## config.mk

```make
export PLATFORM = sky130hd
export DESIGN_NAME = cap_seal_unit
export DESIGN_NICKNAME = d
export VERILOG_FILES = /design/src/rtl/cap_seal_unit.sv
export SDC_FILE = /design/constraint.sdc
export NUM_CORES = 1
export LEC_CHECK = 0
export ABC_AREA = 1
export BUFFER_PORTS_ARGS = -buffer_cell sky130_fd_sc_hd__buf_2
export CORE_AREA = 2 2 84 86
export CTS_BUF_LIST = sky130_fd_sc_hd__clkbuf_8
export CTS_CLUSTER_SIZE = 30
export DETAILED_ROUTE_END_ITERATION = 7
export DIE_AREA = 0 0 86 88
export PLACE_DENSITY = 0.86
export SETUP_SLACK_MARGIN = 0.2
export SYNTH_ARGS = -nofsm -noshare
export SYNTH_HDL_FRONTEND = slang
export SYNTH_SLANG_ARGS = --single-unit
```

## constraint.sdc

```tcl
create_clock -name clk -period 2.63 [get_ports clk]
set_input_delay 0.3945 -clock clk [delete_from_list [all_inputs] [get_ports clk]]
set_output_delay 0.3945 -clock clk [all_outputs]
set_load 0.03 [all_outputs]
```

## src/rtl/cap_seal_unit.sv

```systemverilog
module cap_seal_unit #(
  parameter int AW  = 32,
  parameter int PW  = 8,
  parameter int LAT = 2
) (
  input  logic          clk,
  input  logic          rst_n,
  input  logic          req_valid,
  input  logic          req_op,
  input  logic          src_tag,
  input  logic [PW-1:0] src_perms,
  input  logic [AW-1:0] src_addr,
  input  logic [2:0]    src_otype,
  input  logic          auth_tag,
  input  logic [PW-1:0] auth_perms,
  input  logic [AW-1:0] auth_addr,
  output logic          rsp_valid,
  output logic          rsp_tag,
  output logic [2:0]    rsp_otype,
  output logic [PW-1:0] rsp_perms,
  output logic [AW-1:0] rsp_addr,
  output logic [2:0]    rsp_status
);
  localparam int OTW = 3;
  localparam int RW = 1 + OTW + PW + AW + 3;
  localparam int P_EXEC = 3;
  localparam int P_SEAL = 4;
  localparam int P_UNSEAL = 5;
  localparam logic [OTW-1:0] KIND_MAX = 3'd3;
  localparam logic [2:0] ST_OK = 3'd0, ST_TAG = 3'd1, ST_PERM = 3'd2,
                         ST_VALUE = 3'd3, ST_STATE = 3'd4, ST_MISMATCH = 3'd5;

  logic [OTW-1:0] auth_ot;
  logic is_exec, is_sealed, auth_in_range, seal_reserved, unseal_reserved;
  logic [2:0] status_d;
  logic [RW-1:0] res_d;

  assign auth_ot = auth_addr[OTW-1:0];
  assign is_exec = src_perms[P_EXEC];
  assign is_sealed = src_otype != '0;
  assign auth_in_range = (auth_addr >> OTW) == '0 && auth_ot != '0;
  assign seal_reserved = is_exec && auth_ot <= KIND_MAX;
  assign unseal_reserved = is_exec && src_otype <= KIND_MAX;

  always_comb begin
    if (!src_tag || !auth_tag)
      status_d = ST_TAG;
    else if (req_op ? !auth_perms[P_UNSEAL] : !auth_perms[P_SEAL])
      status_d = ST_PERM;
    else if (req_op ? !is_sealed : is_sealed)
      status_d = ST_STATE;
    else if (req_op ? unseal_reserved : (!auth_in_range || seal_reserved))
      status_d = ST_VALUE;
    else if (req_op && auth_addr != AW'(src_otype))
      status_d = ST_MISMATCH;
    else
      status_d = ST_OK;
  end

  always_comb begin
    if (status_d == ST_OK)
      res_d = {1'b1, (req_op ? {OTW{1'b0}} : auth_ot), src_perms, src_addr, status_d};
    else
      res_d = {1'b0, src_otype, src_perms, src_addr, status_d};
  end

  logic [LAT-1:0] vld_q;
  logic [RW-1:0]  res_q [LAT];

  always_ff @(posedge clk) begin
    if (!rst_n) begin
      vld_q <= '0;
      for (int i = 0; i < LAT; i++) res_q[i] <= '0;
    end else begin
      vld_q[0] <= req_valid;
      res_q[0] <= res_d;
      for (int i = 1; i < LAT; i++) begin
        vld_q[i] <= vld_q[i-1];
        res_q[i] <= res_q[i-1];
      end
    end
  end

  assign rsp_valid = vld_q[LAT-1];
  assign {rsp_tag, rsp_otype, rsp_perms, rsp_addr, rsp_status} = res_q[LAT-1];
endmodule

```

# Word-level counts from Yosys, hierarchy flattened
# Memory sizes are Yosys's and may differ from the RTL's.
# Index checks and enable logic that the tools add are counted.
# op_classes
n_eq_ne,1
n_mux,14
order_cmp,2
n_reduce_logical,16
n_bitwise,2
# op_table
operator,n
2-to-1 mux 47 bit,3
logical NOT 32 bit,1
inequality test 32 x 3 -> 1 bit,1
2-to-1 mux 3 bit,6
"less-or-equal comparator 3 x 2 -> 1 bit, second input constant",2
logical NOT 1 bit,6
nonzero test 3 bit,2
2-to-1 mux 1 bit,5
logical AND 1 bit,4
logical NOT 3 bit,1
logical OR 1 bit,2
bitwise OR 1 bit,2
# word_totals
output_inout_bits,48
ram_bits,94
elab_cells,37
memories,1
inputBits,89
regBits,2
# mem_list
memory,depth,width,read_ports,rd_clocked_by_memory_dff,write_ports,line,source
res_q,2,47,2,0,2,68,logic [RW-1:0] res_q [LAT];

# Depth between registers and ports, before layout
# Gate-level depths: netlist of the first run.
# logic_depth
ltp_word,12
ltp_mapped,14
depth_no_buf,14

# Worst setup path after synthesis of the first run
# OpenSTA, ideal clock, no wires.
# synth_path
path_type,input to register
startpoint,input port auth_addr[11]
endpoint,memory res_q[0][45] in the netlist's numbering
arrival_ns,1.317
slack_ns,1.200
path_stages,13
setup_ns,0.113
path_cell_list,nor2_1 > and2_1 > nand2_1 > nor2_1 > nand3_1 > nand2_1 > nand2_1 > nand2_1 > nand2_1 > nor2_2 > nand3_1 > nand2_1 > nor2_1
# synth_rtl
item,line,source
from (decl),16,"input logic [AW-1:0] auth_addr,"
to (decl),68,

==> metrics list, run 1 <==
* Top-Level Pins: 137
- Counting cells, the worst reg-to-reg path comes to 2.
- Initial antenna violation count: 0
* Residual DRC: 0
- Setup slack on the worst reg-to-reg path comes out at 2.11 ns.
- For this configuration, the core starts out at a cell density of 52.86%.
- The endpoint identified for the worst register-to-register timing path is res_q[0][82].
- Fraction of power consumed by sequential logic: 57.0%
- Core area: 6644 µm²
- The worst hold path begins at src_addr[23].
* Slew Limit Headroom: 77.78%
* Buffer type at the clock tree root: sky130_fd_sc_hd__clkbuf_8
- Number of hold buffers added after cts: 0
- Final wirelength: 5.647 mm
* Global-route congestion overflow total: 0
- Distinct cell type count after synthesis: 21
* Power density over the cells: 657.8 nW/µm²
* Num Clock Sinks: 96
- Max Transition Viols Final: 0
- Global placement routability congestion: 0.8662
- Hold Path Stages: 3
- Endpoint kind of the worst setup timing path: register
- Standby leakage power: 2.697 nW
- Final HPWL from detailed placement: 4.431 mm
* Maximum capacitance violations: 0
- In this run, synthesis produced a sequential element count of 96.
* Horizontal die dimension: 86 µm
- Synth Warn #: 0
- Combinational cell fraction of total power: 10.6%
- Final-layout setup total negative slack: 0 ns
* Worst min-delay path category: input port to register
- The slowest stage of the critical path is the sky130_fd_sc_hd__nor2_2 cell.
- Entering global routing, the biggest net connects 88 pins.
- Cell row count: 30
- After synthesis, the mean cell area works out to 7.805 µm².
* Net switching share of the total power: 26.00%
- For the pin with the worst max-slew slack, the measured transition is 0.3332 ns.
- Tracing the worst setup path back leads to its startpoint at auth_addr[7].
* Post-CTS resize count: 0
- The number of failing hold endpoints at the final stage was 0.
- Per report_power, the clock group accounts for 32.4% of the total.
* Mux cell area share after synthesis: 0%
- Post-synthesis adder-cell area fraction: 0%
* RSZ-0062 raised after global routing: no
- VDD sags by at most 0.3131 mV.
* Layout cells sized above 1: 29.02%
- The first detailed-routing pass took 4 iterations.
* Worst Path Required: 2.87 ns
- The first global-routing pass estimated 9.101 mm of wire.
- The worst hold path terminates at res_q[0][26].
* Final setup fails: 0
- Placed inst area: 3900 µm²
- Dominant delay contributor by cell family on the critical path: simple AND/OR/NAND/NOR gates
* Ordered list of cells on the worst path: buf_2 -> inv_1 -> nand2_1 -> nor2_1 -> nand2_1 -> nor2_1 -> nand3_1 -> nand2_1 -> nand2_1 -> nand2_1 -> nand2_1 -> nor2_2 -> nand3_1 -> nand2_1 -> nor2_1
- Based on the critical path, the design can be clocked at up to 0.7273 GHz.
- Via count of the first global-routing pass: 2316
* Total vias in the final route: 2557
* Overall die height: 88 µm
* Combined buffer and inverter count along the critical path: 2
* H-tree levels: 3
* Largest family of logic cells by synthesized area: buffers and inverters
- All-Layer GR Usage: 15.13%
- Summing the areas of all and, or, nand and nor instances in the mapped netlist gives 20.70% of the synthesized area.
- Final net count: 625
- Worst Path Arrival: 1.62 ns
- Slowest cell delay on critical path: 0.15 ns
- # port buffers: 130
- The floorplan step defined a die boundary enclosing 7568 µm².
- The analysis attributes to net switching a power of 0.0006999 W.
* Remaining antenna violation count: 0
* XOR/XNOR Fraction of Synth Area: 0.9975%
* Max Buffers Root-to-Sink: 2
- The critical path is of the input port to register type.
- The detailed router finished its first iteration with 38 violations.
- The most numerous cell type found on the critical path is sky130_fd_sc_hd__nand2_1.
* Netlist area before placement: 3512 µm²
- Internal power consumption: 0.001992 W
- In the finished design, the share of the clock period the worst path needs comes to 52.28%.
- In the synthesized netlist, the number of instances is 450.
- The clock period could shrink to 1.375 ns.
* Fin Clk Skew: 0.01126 ns
* Layout Area Growth over Synthesis: 16.49%
- Dividing the detail-routed wire length by the instance count gives 9.093 µm.
- Mapped Nets: 539
- The number of setup buffers added after CTS is 0.
- Status: complete, no violations
- Clock latency on the worst-skew pair, taken at its later pin, is 0.35 ns.
- The repair_antennas step left the layout with diodes totalling 0.
- Fin area: 4091 µm²
- In this run, CTS created clock tree buffers numbering 9.
* Sequential area share after synthesis: 54.72%
* Clock-pin slew on the worst setup and hold paths: 0.10 ns
- Summing the areas of all compound-gate instances in the mapped netlist gives 0.4988% of the synthesized area.
* RR Startpoint: res_q[0][35]
- After detailed routing, the number of vias per cell comes to 4.118.
* Kind of launch point of the worst setup path: input port
- Clock tree from TritonCTS: yes
- Along the worst path, the maximum fanout reaches 3.
## layout by cell type, fill, tap and decap left out, drive strengths merged, types with 2 or more instances in the layout
cell type / synthesis / routed
nand3: 10 / 10
xnor2: 2 / 2
clkinv: 0 / 5
dfxtp: 96 / 96
and2: 2 / 2
nand2: 118 / 118
nor2: 42 / 42
inv: 114 / 116
nand4: 3 / 3
xor2: 2 / 2
buf: 46 / 131
clkbuf: 10 / 9
## layer usage
layer	up-vias	GRT usage, %	share of wire [%]
li1	1380	-	-
met1	1074	15.03	40
met2	91	30.09	52
met3	12	3.205	6.3
met4	0	6.349	1.8
met5	-	0	0
## synth_stat cells (all sizes together)
library cell | count | share of area, %
a21oi | 1 | 0.25
and2 | 2 | 0.36
buf | 46 | 9.8
clkbuf | 10 | 1.1
dfxtp | 96 | 55
inv | 114 | 12
nand2 | 118 | 13
nand3 | 10 | 1.7
nand4 | 3 | 0.53
nor2 | 42 | 4.8
nor3 | 1 | 0.14
nor4 | 1 | 0.18
o21ai | 1 | 0.25
or2 | 1 | 0.18
xnor2 | 2 | 0.50
xor2 | 2 | 0.50
## tightest hold or removal path, stage by stage
cell	delay, ns
sky130_fd_sc_hd__buf_2	0.07
sky130_fd_sc_hd__nand2_1	0.04
sky130_fd_sc_hd__inv_1	0.04
## power groups by stage
stage | Clock (W) | Combinational [W] | Sequential [W]
floorplan | 0 | 0.000205 | 0.00157
global placement | 0 | 0.000278 | 0.00157
detailed placement | 0 | 0.000288 | 0.00157
CTS | 0.000902 | 0.000288 | 0.00154
global route | 0.000948 | 0.000319 | 0.00154
finish | 0.000871 | 0.000285 | 0.00154
## sequential cells by signal, summed over array words and instances, names as in the netlist
| register | count |
|---|---|
| res_q | 94 |
| vld_q | 2 |
## how the worst max path moves through the flow
stage | to | slack, ns | cells past startpoint
final | res_q[0][45] | 1.26 | 15
after global routing | res_q[0][45] | 1.10 | 15
after CTS | res_q[0][45] | 1.27 | 15
after detailed placement | res_q[0][45] | 0.90 | 15
after global placement | res_q[0][44] | 0.95 | 15
after floorplan | res_q[0][45] | 1.20 | 13
## logic make-up (layout without fill, tap and decap cells)
logic type,after synthesis,after routing
buf+inv,170,261
compound gates,2,2
simple gates,178,178
xor+xnor,4,4
flops,96,96
## metrics by stage
stage               power (W)  setup slack [ns]  utilization [%]  std cells  hold slack, ns
global placement     0.001845            0.9511            58.70        605          0.3880
CTS                  0.002727             1.271            61.58        621          0.2041
detailed placement   0.001858            0.8988            58.70        605          0.3963
global route         0.002808             1.096            61.58        621          0.2034
floorplan            0.001773             1.200                -        450          0.3864
finish               0.002691             1.255            61.58        621          0.2182
## cell type report
type,instances,area (µm²)
clock buffer,9,123.9
fill,577,2552
multi-input combinational,184,779.5
inverter,114,427.9
clock inverter,7,67.56
timing repair buffer,131,670.6
sequential,96,1922
tap,80,100.1
(Power assumes the default switching activity.)
==> run 2, diff against run 1 <==
- CORE_AREA: 2 2 84 86 -> 2 2 92 94
- DIE_AREA: 0 0 86 88 -> 0 0 94 96
- PLACE_DENSITY: 0.86 -> 0.76
- clock period: 2.63 -> 1.1 ns (I/O delays scaled with it)
==> metrics list, run 2 (synthesis gave the netlist of run 1 again) <==
* Remaining antenna violation count: 0 (unchanged)
- Number of buffers added by the clock tree synthesis step: 9 (unchanged)
- Global-route congestion overflow total: 0 (unchanged)
- The slew of the pin with the lowest slew margin came to 0.2243 ns (was 0.3332 ns).
* Clock tree from TritonCTS: yes (unchanged)
- Largest Register: res_q (unchanged)
- The number of H-tree levels came to 3 (unchanged).
* Drt pass-1 iters: 3 (was 4)
* Fraction of power consumed by sequential logic: 54.7% (was 57.0%)
- Total net switching power: 0.001607 W (was 0.0006999 W)
- Top cell by count, worst path: sky130_fd_sc_hd__nand2_2 (was sky130_fd_sc_hd__nand2_1)
- The number of vias after detailed routing is 2776 (was 2557).
* Buffer type at the clock tree root: sky130_fd_sc_hd__clkbuf_8 (unchanged)
* Endpoint kind of the worst setup timing path: register (unchanged)
- In the finished design, the share of the clock period the worst path needs comes to 105.2%.
- The total placed instance area was 4026 µm² (was 3900 µm²).
- The clock edge transition at the registers on the reported setup and hold paths is 0.09 ns (was 0.10 ns).
* Pin count of the biggest net entering global routing: 43 (was 88)
* Cell row count: 33 (was 30)
* Average wire length per cell after detail routing: 9.913 µm (was 9.093 µm)
* Top-Level Pins: 137 (unchanged)
- Overall die height: 96 µm (was 88 µm)
* Fraction of power consumed by the clock network: 31.2% (was 32.4%)
* Max Buffers Root-to-Sink: 2 (unchanged)
- The flip-flop count of the largest register after layout was 94 (unchanged).
* Power density over the cells: 1361 nW/µm² (was 657.8 nW/µm²)
- Antenna cell count: 0 (unchanged)
* Layout cells sized above 1: 41.84% (was 29.02%)
- Slowest cell delay on critical path: 0.15 ns (about the same)
- R2R Path End: res_q[0][78] (was res_q[0][82])
- Worst-Skew Late Latency: 0.33 ns (was 0.35 ns)
- The number of filler instances in the final layout was 686 (was 577).
- The number of failing hold endpoints at the final stage is 0 (unchanged).
- The number of nets in the final layout came to 660 (was 625).
- Number of vias per cell: 4.076 (was 4.118)
- The final non-filler cell area is 4970 µm² (was 4091 µm²).
* Core area: 8051 µm² (was 6644 µm²)
- The area enclosed by the die boundary came to 9024 µm² (was 7568 µm²).
- Initial core utilization: 43.62% (was 52.86%)
* Final HPWL from detailed placement: 4.717 mm (was 4.431 mm)
* Via count of the first global-routing pass: 2630 (was 2316)
- The cell internal power dissipation was 0.005158 W (was 0.001992 W).
- All-Layer GR Usage: 14.78% (was 15.13%)
- The largest fanout of any net on the critical path is 3 (unchanged).
* Worst min-delay path category: input port to register (unchanged)
- Worst Path Arrival: 1.39 ns (was 1.62 ns)
* M1 WL: 2.509 mm (was 2.235 mm)
* Horizontal die dimension: 94 µm (was 86 µm)
* Layout Area Growth over Synthesis: 41.50% (was 16.49%)
- The nature of the critical path startpoint was an input port (unchanged).
* Top sig layer: met4 (unchanged)
- The number of max-capacitance violations reported was 0 (unchanged).
- Slew Limit Headroom: 85.01% (was 77.78%)
* Num Clock Sinks: 96 (unchanged)
- The data required time of the critical path came to 1.33 ns (was 2.87 ns).
- Fin Clk Skew: 0.008490 ns (was 0.01126 ns)
* Multi-input logic area: 840.8 µm² (was 779.5 µm²)
- Hold-critical path endpoint: res_q[0][29] (was res_q[0][26])
- The number of antenna violations at the first check in global routing is 0 (unchanged).
- Max Transition Viols Final: 0 (unchanged)
* Sum of met3 wire segment lengths after detailed routing: 352 µm (was 358 µm)
- The launch point of the worst hold path is src_addr[26] (was src_addr[23]).
- Ordered list of cells on the worst path: buf_2 -> inv_2 -> nand2_2 -> nor2_1 -> nand2_1 -> nor2_1 -> nand3_1 -> nand2_2 -> nand2_1 -> nand2_2 -> nand2_2 -> nor2_2 -> nand3_1 -> nand2_1 -> nor2_1 (was buf_2 -> inv_1 -> nand2_1 -> nor2_1 -> nand2_1 -> nor2_1 -> nand3_1 -> nand2_1 -> nand2_1 -> nand2_1 -> nand2_1 -> nor2_2 -> nand3_1 -> nand2_1 -> nor2_1).
- # port buffers: 130 (unchanged)
- Standby leakage power: 2.954 nW (was 2.697 nW)
- Worst path slowest cell: sky130_fd_sc_hd__nor2_2 (unchanged)
* Final wirelength: 6.751 mm (was 5.647 mm)
- Largest registers ranked by flip-flop count: res_q: 94 flops, vld_q: 2 flops (unchanged)
* Post-layout worst setup margin: -0.05702 ns (was 1.255 ns)
- Violations in the final reports: setup timing
- Most used cells in the layout excluding fill and tap cells: sky130_fd_sc_hd__nand2_1, sky130_fd_sc_hd__inv_1, sky130_fd_sc_hd__buf_2, sky130_fd_sc_hd__buf_6 (was sky130_fd_sc_hd__buf_2, sky130_fd_sc_hd__nand2_1, sky130_fd_sc_hd__inv_1, sky130_fd_sc_hd__dfxtp_1, sky130_fd_sc_hd__nor2_1).
- The initial detailed-routing violation count is 36 (was 38).
* RR Startpoint: res_q[0][31] (was res_q[0][35])
* Peak supply drop: 0.9924 mV (was 0.3131 mV)
* Combinational cell fraction of total power: 14.1% (was 10.6%)
* Residual DRC: 0 (unchanged)
- Detailed-routed wire length on met2: 3.726 mm (was 2.949 mm)
- The placement-stage worst setup slack is -0.3673 ns (was 0.8988 ns).
* Start-to-end type of the worst setup path: input port to register (unchanged)
* Leading cell type in the layout, fill and taps excluded: sky130_fd_sc_hd__nand2_1 (was sky130_fd_sc_hd__buf_2)
* Fmax: 0.8643 GHz
- Global placement routability congestion: 0.7412 (was 0.8662)
- The routed design could run at a clock period as short as 1.157 ns.
- The switching power as a share of total power came to 23.76% (was 26.00%).
* RSZ-0062 raised after global routing: yes (was no)
- The number of failing setup endpoints in the final timing report came to 4 (was 0).
- Status: finished, violations left (was complete, no violations).
- First-pass GRT wire length: 10.56 mm (was 9.101 mm)
- The number of cell instances on the worst register-to-register path was 2 (unchanged).
- Reg-to-reg slack, setup: 0.59 ns (was 2.11 ns)
* Area used by sequential logic in the layout: 1982 µm² (was 1922 µm²)
- Hold Path Stages: 3 (unchanged)
run 2: timing repair:
item / CTS / global route
cloned: 0 / 0
endpoints found under the setup margin: 54 / 55
endpoints found under the hold margin: 21 / 0
pin swaps: 19 / 22
hold buffers: 21 / 0
setup buffers: 2 / 1
resized for setup: 154 / 36
run 2: worst max-delay path, delay by kind of cell:
kind          cells  cell delay, ns
buf+inv           2            0.17
simple gates     13            1.06
run 2: layout make-up:
| cell class | count | share of cell area (%) |
|---|---|---|
| timing repair buffer | 166 | 28.07 |
| inverter | 114 | 8.711 |
| multi-input combinational | 184 | 16.92 |
| sequential | 96 | 39.88 |
| clock buffer | 9 | 2.492 |
| tap | 105 | 2.644 |
| clock inverter | 7 | 1.284 |
run 2: metal layers:
| layer | GRT usage (%) | vias to the layer above |
|---|---|---|
| li1 | - | 1450 |
| met1 | 14.17 | 1224 |
| met2 | 29.58 | 90 |
| met3 | 4.072 | 12 |
| met4 | 5.797 | 0 |
| met5 | 0 | - |
run 2: power groups by stage:
stage | clock network (W) | registers, W | logic, W
finish | 0.00211 | 0.00370 | 0.000954
global placement | 0 | 0.00375 | 0.000709
floorplan | 0 | 0.00375 | 0.000491
detailed placement | 0 | 0.00375 | 0.000728
CTS | 0.00219 | 0.00370 | 0.000897
global route | 0.00235 | 0.00372 | 0.00104
run 2: worst max path at each step:
stage	startpoint	endpoint	cells after the start
after floorplan	auth_addr[11]	res_q[0][45]	13
after global placement	auth_addr[6]	res_q[0][43]	15
after detailed placement	auth_addr[7]	res_q[0][45]	15
after CTS	auth_addr[26]	res_q[0][45]	14
after global routing	auth_addr[10]	res_q[0][45]	15
final	auth_addr[10]	res_q[0][45]	15
run 2: stage by stage:
stage / TNS, ns / hold WS (ns) / power, W / utilization (%) / cells
global route: -0.5943 / 0.002959 / 0.007110 / 61.72 / 681
detailed placement: -1.958 / 0.3516 / 0.004483 / 50.01 / 641
global placement: -1.838 / 0.3448 / 0.004456 / 50.01 / 641
floorplan: -0.2856 / 0.2585 / 0.004239 / - / 450
finish: -0.1308 / 0.02130 / 0.006765 / 61.72 / 681
CTS: 0 / 0.001413 / 0.006785 / 60.34 / 680
